## src/rtl/dsport_pkg.sv

```systemverilog
package dsport_pkg;
  typedef enum logic {
    ORD_A_FIRST = 1'b0,
    ORD_B_FIRST = 1'b1
  } order_e;
endpackage

```

## src/rtl/dsport_sync.sv

```systemverilog
module dsport_sync #(
  parameter int unsigned     W       = 1,
  parameter int unsigned     STAGES  = 2,
  parameter logic [W-1:0]    RST_VAL = '0
) (
  input  logic         clk,
  input  logic         rst_n,
  input  logic [W-1:0] d,
  output logic [W-1:0] q
);
  logic [W-1:0] stage_q [STAGES];

  generate
    for (genvar i = 0; i < int'(STAGES); i++) begin : g_stage
      if (i == 0) begin : g_first
        always_ff @(posedge clk or negedge rst_n) begin
          if (!rst_n) stage_q[0] <= RST_VAL;
          else        stage_q[0] <= d;
        end
      end else begin : g_rest
        always_ff @(posedge clk or negedge rst_n) begin
          if (!rst_n) stage_q[i] <= RST_VAL;
          else        stage_q[i] <= stage_q[i-1];
        end
      end
    end
  endgenerate

  assign q = stage_q[STAGES-1];
endmodule

```

## src/rtl/dsport_edge.sv

```systemverilog
module dsport_edge (
  input  logic clk,
  input  logic rst_n,
  input  logic lvl,
  input  logic gate,
  output logic act_edge,
  output logic cap_edge
);
  logic lvl_d;

  always_ff @(posedge clk or negedge rst_n) begin
    if (!rst_n) lvl_d <= 1'b0;
    else        lvl_d <= lvl;
  end

  assign act_edge = gate &  lvl & ~lvl_d;
  assign cap_edge = gate & ~lvl &  lvl_d;

  AST_ACT_SINGLE: assert property (@(posedge clk) disable iff (!rst_n)
    act_edge |=> !act_edge);
  AST_CAP_SINGLE: assert property (@(posedge clk) disable iff (!rst_n)
    cap_edge |=> !cap_edge);
endmodule

```

## src/rtl/dsport_shift.sv

```systemverilog
module dsport_shift
  import dsport_pkg::*;
#(
  parameter int unsigned WORD_W = 16
) (
  input  logic              clk,
  input  logic              rst_n,
  input  logic              act_edge,
  input  logic              cap_edge,
  input  logic              chain_bit,
  input  logic              chain_en,
  input  logic              load,
  input  logic [WORD_W-1:0] word_a,
  input  logic [WORD_W-1:0] word_b,
  input  order_e            order,
  output logic              sdo,
  output logic              err_pulse
);
  localparam int unsigned TOT   = 2 * WORD_W;
  localparam int unsigned CNT_W = $clog2(TOT + 1);

  function automatic logic [TOT-1:0] pack_pair(input logic [WORD_W-1:0] a,
                                               input logic [WORD_W-1:0] b,
                                               input order_e ord);
    return (ord == ORD_B_FIRST) ? {b, a} : {a, b};
  endfunction

  function automatic logic read_open(input logic [CNT_W-1:0] c);
    return (c != '0) && (c < CNT_W'(TOT));
  endfunction

  logic [TOT-1:0]   shreg;
  logic [CNT_W-1:0] cnt;
  logic             started;
  logic             shift_now;
  logic             tail_bit;

  assign started   = (cnt != '0);
  assign shift_now = cap_edge & started & ~load;
  assign tail_bit  = chain_en & chain_bit;

  always_ff @(posedge clk or negedge rst_n) begin
    if (!rst_n) begin
      shreg     <= '0;
      cnt       <= '0;
      sdo       <= 1'b0;
      err_pulse <= 1'b0;
    end else begin
      err_pulse <= load & read_open(cnt);
      if (load) begin
        shreg <= pack_pair(word_a, word_b, order);
        cnt   <= '0;
      end else begin
        if (act_edge) begin
          sdo <= shreg[TOT-1];
          if (cnt != CNT_W'(TOT)) cnt <= cnt + CNT_W'(1);
        end
        if (shift_now) shreg <= {shreg[TOT-2:0], tail_bit};
      end
    end
  end

  AST_ERR_PULSE:    assert property (@(posedge clk) disable iff (!rst_n)
    err_pulse |=> !err_pulse);
  AST_ERR_CAUSE:    assert property (@(posedge clk) disable iff (!rst_n)
    err_pulse |-> $past(load));
  AST_CNT_BOUND:    assert property (@(posedge clk) disable iff (!rst_n)
    cnt <= CNT_W'(TOT));
  AST_LOAD_RESTART: assert property (@(posedge clk) disable iff (!rst_n)
    load |=> (cnt == '0));
  AST_CHAIN_OFF:    assert property (@(posedge clk) disable iff (!rst_n)
    (shift_now && !chain_en) |=> (shreg[0] == 1'b0));
  AST_EARLY_CAP:    assert property (@(posedge clk) disable iff (!rst_n)
    (cap_edge && !started && !load) |=> $stable(shreg));
endmodule

```

## src/rtl/daisy_serial_port.sv

```systemverilog
module daisy_serial_port
  import dsport_pkg::*;
#(
  parameter int unsigned WORD_W      = 16,
  parameter int unsigned SYNC_STAGES = 2
) (
  input  logic              clk,
  input  logic              rst_n,
  input  logic              sclk,
  input  logic              cs_n,
  input  logic              rd_n,
  input  logic              sclk_inv,
  input  logic              chain_in,
  input  logic              prev_mode,
  input  logic [WORD_W-1:0] res_a,
  input  logic [WORD_W-1:0] res_b,
  input  logic              res_valid,
  input  logic              b_first,
  output logic              sdout,
  output logic              rd_err
);
  logic [1:0] sel_s;
  logic [1:0] dat_s;
  logic       gate;
  logic       eff_lvl;
  logic       act_edge;
  logic       cap_edge;
  logic       sdo;
  order_e     order;

  dsport_sync #(.W(2), .STAGES(SYNC_STAGES), .RST_VAL(2'b11)) u_sync_sel (
    .clk(clk), .rst_n(rst_n), .d({cs_n, rd_n}), .q(sel_s));

  dsport_sync #(.W(2), .STAGES(SYNC_STAGES), .RST_VAL(2'b00)) u_sync_dat (
    .clk(clk), .rst_n(rst_n), .d({sclk, chain_in}), .q(dat_s));

  assign gate    = ~sel_s[1] & ~sel_s[0];
  assign eff_lvl = dat_s[1] ^ sclk_inv;
  assign order   = order_e'(b_first);

  dsport_edge u_edge (
    .clk(clk), .rst_n(rst_n), .lvl(eff_lvl), .gate(gate),
    .act_edge(act_edge), .cap_edge(cap_edge));

  dsport_shift #(.WORD_W(WORD_W)) u_shift (
    .clk(clk), .rst_n(rst_n), .act_edge(act_edge), .cap_edge(cap_edge),
    .chain_bit(dat_s[0]), .chain_en(~prev_mode), .load(res_valid),
    .word_a(res_a), .word_b(res_b), .order(order),
    .sdo(sdo), .err_pulse(rd_err));

  assign sdout = gate & sdo;

  AST_QUIET_UNSELECTED: assert property (@(posedge clk) disable iff (!rst_n)
    !gate |-> !sdout);
endmodule

```

## config.mk

```make
export PLATFORM = sky130hd
export DESIGN_NAME = daisy_serial_port
export DESIGN_NICKNAME = d
export VERILOG_FILES = /design/src/rtl/dsport_pkg.sv /design/src/rtl/dsport_sync.sv /design/src/rtl/dsport_edge.sv /design/src/rtl/dsport_shift.sv /design/src/rtl/daisy_serial_port.sv
export SDC_FILE = /design/constraint.sdc
export NUM_CORES = 1
export LEC_CHECK = 0
export ABC_AREA = 0
export BUFFER_PORTS_ARGS = -buffer_cell sky130_fd_sc_hd__buf_2
export CORE_UTILIZATION = 35
export CTS_CLUSTER_SIZE = 40
export DETAILED_ROUTE_END_ITERATION = 10
export PLACE_DENSITY = 0.54
export SYNTH_ARGS = -nofsm -noshare
export SYNTH_HDL_FRONTEND = slang
export SYNTH_SLANG_ARGS = --single-unit
```

## constraint.sdc

```tcl
create_clock -name clk -period 5.4 [get_ports clk]
set_clock_uncertainty 0.2 [all_clocks]
set_input_delay 0.81 -clock clk [delete_from_list [all_inputs] [get_ports clk]]
set_output_delay 0.81 -clock clk [all_outputs]
set_load 0.03 [all_outputs]
```

==> reports/metrics.cfg, run 1 <==
[clocking]
clockBufferDepth = 2
clk_pin_slew_ns = 0.09
cts_made_buffers = 5
cts_setup_buffers = 0
holdBufCountCts = 0
cts_sinks = 49
ctsResizeCount = 0
root_buffer = clkbuf_8
htree_levels = 2
cts_tree = built
clock_latency_ns = 0.30

[die]
fp.dieH_um = 88.1
die_area_um2 = 7770
rows = 31
io_pins = 44
start_util = 0.360
fp.dieW_um = 88.1
core_um2 = 7210

[grt]
grt_pass1_wl_um = 8170
antenna_found_initial = 0
met3_usage = 0.0302
use_met2 = 0.199
grt_max_degree = 74
grt-busiest-layer = met1
grt_use_total = 0.138
grt_remaining_overflow = 0
grt_pass1_vias = 1641
use_met1 = 0.208

[placement]
dpl.hpwl_um = 3160
place_inst = 359
post_dp_cell_area_um2 = 2830
post-place-ws_ns = 2.38
port_buffers = 43
place.gp.congestion = 0.680

[critical_path]
crit_arrival_ns = 2.72
rr_endpoint = u_shift.shreg[0]
startpoint_type = input port
path_class = in -> reg
required_ns = 5.42
r2r-start = u_shift.cnt[0]
critical_path.max_fanout = 32
critPathCaptureType = flip-flop
rrSetupSlack_ns = 2.83
rr_worst_depth = 6

[final_layout]
antenna_cells = 0
nets = 311
area_delta_synth_final_pct = 13.6
fin_area_um2 = 2950
drive_gt1_frac = 0.347
layoutNonFillerInstCount = 367
n_fill_cell = 750

[route]
drcViolationCount = 0
totalWireLength_um = 4990
dr.pass1.iters = 4
vias_per_cell = 4.92
ant_nets = 0
vias = 1805
drt_iter0_markers = 106
wire_per_inst_um = 13.6

[sta]
fmax_mhz = 370
setup_viol = 0
post-route-period-util = 0.500
finalCriticalPeriod_ns = 2.70
worstMarginPinSlew_ns = 1.02
hold_viol = 0
slew-limit-headroom = 0.321
rsz0062_at_grt = no
slew_violations = 0
fin_ws_ns = 2.70
setup_tns_ns = 0

[power]
leakagePower_nw = 1.38
power_density_nw_per_um2 = 276
ir_drop_v = 0.000110

[worst_hold_path]
hp-class = reg -> reg
hold_depth = 0
holdCritStartpoint = u_sync_dat.stage_q[3]
whs_endpoint = u_sync_dat.q[1]

[logic_synthesis]
ys_warn_count = 0
synth_area_um2 = 2600
syn_inst = 233
avgSynthCellArea_um2 = 11.1
syn_nets = 277
synth_seq_area_share = 0.474
synth_seq_cells = 49
yosysUniqueCellTypes = 30

[job]
maxCapViolCount = 0

[outcome]
outcome = finished clean

cell families (layout without fill, tap and decap cells):
| kind of cell | after synthesis | count (layout) | synth area share |
|---|---|---|---|
| adders and majority gates | 2 | 2 | 0.00964 |
| muxes | 34 | 34 | 0.132 |
| DFF | 49 | 49 | 0.474 |
| and+or+nand+nor | 52 | 52 | 0.0911 |
| AOI/OAI and AO/OA | 69 | 69 | 0.223 |
| xor gates and xnor gates | 5 | 5 | 0.0198 |
| buffers and inverters | 22 | 57 | 0.0506 |
state kept, by name, summed over array words and instances, names as in the netlist:
register,count
u_shift.sdo,1
u_sync_dat.q,2
u_shift.shreg,32
u_sync_dat.stage_q,2
u_edge.lvl_d,1
u_sync_sel.q,2
u_shift.err_pulse,1
u_sync_sel.stage_q,2
u_shift.cnt,6
where the power goes:
| part | internal (mW) | total (mW) | leakage (nW) | switching, mW |
|---|---|---|---|---|
| registers | 0.402 | 0.424 | 0.567 | 0.0223 |
| logic | 0.0532 | 0.115 | 0.752 | 0.0622 |
| clock network | 0.151 | 0.273 | 0.0585 | 0.122 |
worst max-delay path by stage:
stage | startpoint | slack (ns) | endpoint
after floorplan | sclk_inv | 3.23 | u_shift.shreg[25]
after global placement | sclk_inv | 2.43 | u_shift.shreg[0]
after detailed placement | sclk_inv | 2.38 | u_shift.shreg[0]
after CTS | sclk_inv | 2.70 | u_shift.shreg[0]
after global routing | sclk_inv | 2.55 | u_shift.shreg[0]
final | sclk_inv | 2.70 | u_shift.shreg[0]
layout make-up:
| class | count | area [µm²] | area share |
|---|---|---|---|
| Multi-Input combinational cell | 162 | 1230 | 0.418 |
| Sequential cell | 49 | 1230 | 0.417 |
| Timing Repair Buffer | 45 | 230 | 0.0780 |
| Tap cell | 99 | 124 | 0.0420 |
| Clock buffer | 7 | 86.3 | 0.0293 |
| Clock inverter | 1 | 30.0 | 0.0102 |
| Inverter | 4 | 15.0 | 0.00509 |
routing by layer:
layer / up-vias / part of all wire
met2: 27 / 0.44
met3: 6 / 0.036
met1: 864 / 0.52
met4: 0 / 0.011
li1: 908 / -
met5: - / 0
cells in the mapped netlist:
cell / n / area [µm²]
and2_1: 1 / 6.26
nand4_1: 1 / 6.26
a211oi_2: 1 / 12.5
or3_1: 1 / 6.26
a21oi_2: 30 / 263
a21oi_1: 2 / 10.0
or2b_1: 1 / 7.51
dfrtp_1: 45 / 1130
nand2_1: 32 / 120
ha_1: 2 / 25.0
buf_2: 3 / 15.0
a31oi_1: 1 / 6.26
xnor2_2: 1 / 16.3
o2111ai_4: 1 / 26.3
nor2_1: 7 / 26.3
buf_6: 6 / 67.6
inv_1: 4 / 15.0
nand3_1: 2 / 10.0
a31o_2: 1 / 8.76
clkbuf_1: 9 / 33.8
dfstp_2: 4 / 105
nor3_1: 3 / 15.0
o2111a_2: 1 / 12.5
mux2i_1: 33 / 330
a22oi_1: 32 / 240
xnor2_1: 4 / 35.0
mux2_2: 1 / 11.3
or4b_4: 1 / 13.8
nor3b_1: 1 / 7.51
nor4b_1: 2 / 17.5
through the flow:
| step | hold WS (ns) | power, mW | utilization |
|---|---|---|---|
| 2_1_floorplan | 0.131 | 0.506 | - |
| 3_3_place_gp | 0.132 | 0.547 | 0.393 |
| 3_5_place_dp | 0.136 | 0.549 | 0.393 |
| 4_1_cts | 0.156 | 0.823 | 0.409 |
| 5_1_grt | 0.165 | 0.854 | 0.409 |
| 6_report | 0.154 | 0.813 | 0.409 |
worst max-delay path: stages:
cell	delay (ns)
buf_2	0.11
xnor2_2	0.39
o2111a_2	0.98
a31oi_1	0.20
a22oi_1	0.21
cells in the final DEF, fill, tap and decap left out, drive strengths merged, types with 4 or more instances in the layout:
cell    instances
nand2          32
clkbuf          7
dfrtp          45
inv             4
a22oi          32
xnor2           5
mux2i          33
a21oi          32
nor2            7
dfstp           4
buf            45
Power figures use the tool's default switching activity.
==> run 2, diff against run 1 <==
Clock period 5.4 ns to 2.75 ns, I/O delays scaled along.
==> reports/metrics.cfg, run 2 (synthesis gave the netlist of run 1 again) <==
[outcome]
outcome = finished, violations left
failed_checks = hold timing

[die]
core_um2 = 7210
die_area_um2 = 7770
fp.dieH_um = 88.1
start_util = 0.360
rows = 31
fp.dieW_um = 88.1
io_pins = 44

[clocking]
htree_levels = 2
clock_latency_ns = 0.31
cts_tree = built
cts_made_buffers = 5
clk_pin_slew_ns = 0.10
clockBufferDepth = 2
cts_setup_buffers = 0
root_buffer = clkbuf_8
cts_sinks = 49

[sta]
finalCriticalPeriod_ns = 2.47
rsz0062_at_grt = no
slew_violations = 0
fmax_mhz = 404
hold_ws_ns = -0.0227
setup_viol = 0
worstMarginPinSlew_ns = 1.01
post-route-period-util = 0.899
slew-limit-headroom = 0.327
hold_viol = 12
setup_tns_ns = 0

[grt]
grt_pass1_wl_um = 8470
grt_pass1_vias = 1700
grt_max_degree = 66
grt_use_total = 0.144
grt_remaining_overflow = 0
antenna_found_initial = 0

[route]
ant_nets = 0
vias = 1825
drt_iter0_markers = 120
drcViolationCount = 0
dr.pass1.iters = 4
totalWireLength_um = 5130
vias_per_cell = 4.87
wire_per_inst_um = 13.7

[final_layout]
regMostFlops = u_shift.shreg
top_regs = u_shift.shreg (32), u_shift.cnt (6)
mostFrequentLayoutCells = dfrtp_1, buf_2, mux2i_1, nand2_1, a22oi_1
final_common_cell = dfrtp_1
nets = 319
antenna_cells = 0
area_delta_synth_final_pct = 17.5
drive_gt1_frac = 0.355
largest_reg_flops = 32

[power]
total_power_mw = 1.68
ir_drop_v = 0.000257
power_density_nw_per_um2 = 550
leakagePower_nw = 1.43

[critical_path]
critPathCaptureType = flip-flop
path_class = reg -> reg
r2r-start = u_shift.cnt[0]
crit_arrival_ns = 2.46
critical_path.max_fanout = 32
rr_worst_depth = 6
startpoint_type = flip-flop
required_ns = 2.74
rrSetupSlack_ns = 0.28
rr_endpoint = u_shift.shreg[0]

[placement]
dpl.hpwl_um = 3320
port_buffers = 43
place.gp.congestion = 0.819

[worst_hold_path]
hp-class = in -> async

[job]
maxCapViolCount = 0

==> run 2: what timing repair did <==
action | in CTS | in global routing
resized for setup | 0 | 0
setup endpoints to repair | 0 | 0
hold buffers | 2 | 2
endpoints found under the hold margin | 2 | 2
==> run 2: final cells by class <==
| class | instances | area, µm² |
|---|---|---|
| clock inverter | 3 | 65.1 |
| inverter | 4 | 15.0 |
| timing repair buffer | 53 | 313 |
| fill | 733 | 4160 |
| sequential | 49 | 1230 |
| tap | 99 | 124 |
| clock buffer | 5 | 68.8 |
| multi-input combinational | 162 | 1230 |
==> run 2: metrics by stage <==
stage / instance area [µm²] / setup slack [ns] / instances / hold slack (ns) / utilization
global route: 3050 / 0.142 / 375 / 0.0529 / 0.423
floorplan: 2600 / 0.670 / 233 / -0.0831 / -
global placement: 2880 / 0.306 / 363 / 0.133 / 0.399
finish: 3050 / 0.277 / 375 / -0.0227 / 0.423
detailed placement: 2880 / 0.277 / 363 / 0.135 / 0.399
CTS: 3030 / 0.287 / 373 / 0.000393 / 0.420
==> run 2: worst max path at each step <==
stage / end / slack, ns / cells past startpoint / start
CTS: u_shift.shreg[0] / 0.29 / 6 / u_shift.cnt[0]
floorplan: u_shift.shreg[1] / 0.67 / 7 / u_shift.cnt[0]
global route: u_shift.shreg[27] / 0.14 / 6 / u_shift.cnt[0]
detailed placement: u_shift.shreg[0] / 0.28 / 6 / u_shift.cnt[0]
finish: u_shift.shreg[0] / 0.28 / 6 / u_shift.cnt[0]
global placement: u_shift.shreg[11] / 0.31 / 6 / u_shift.cnt[0]
==> run 2: critical path: stages, from the launching register on <==
cell and delay [ns]:
dfrtp_1 0.44, inv_1 0.08, ha_1 0.14, or4b_4 0.48, o2111a_2 0.60, a31oi_1 0.30, a22oi_1 0.11
==> run 2: report_power, final <==
part	internal, mW	switching [mW]
logic	0.112	0.124
clock network	0.361	0.246
registers	0.789	0.0446
total	1.26	0.414
==> run 2: per-layer routing <==
metal,global-route usage,vias up,part of all wire
met5,0,-,0
met4,0.0484,0,0.014
met3,0.0311,5,0.028
met2,0.209,27,0.44
li1,-,927,-
met1,0.213,866,0.52
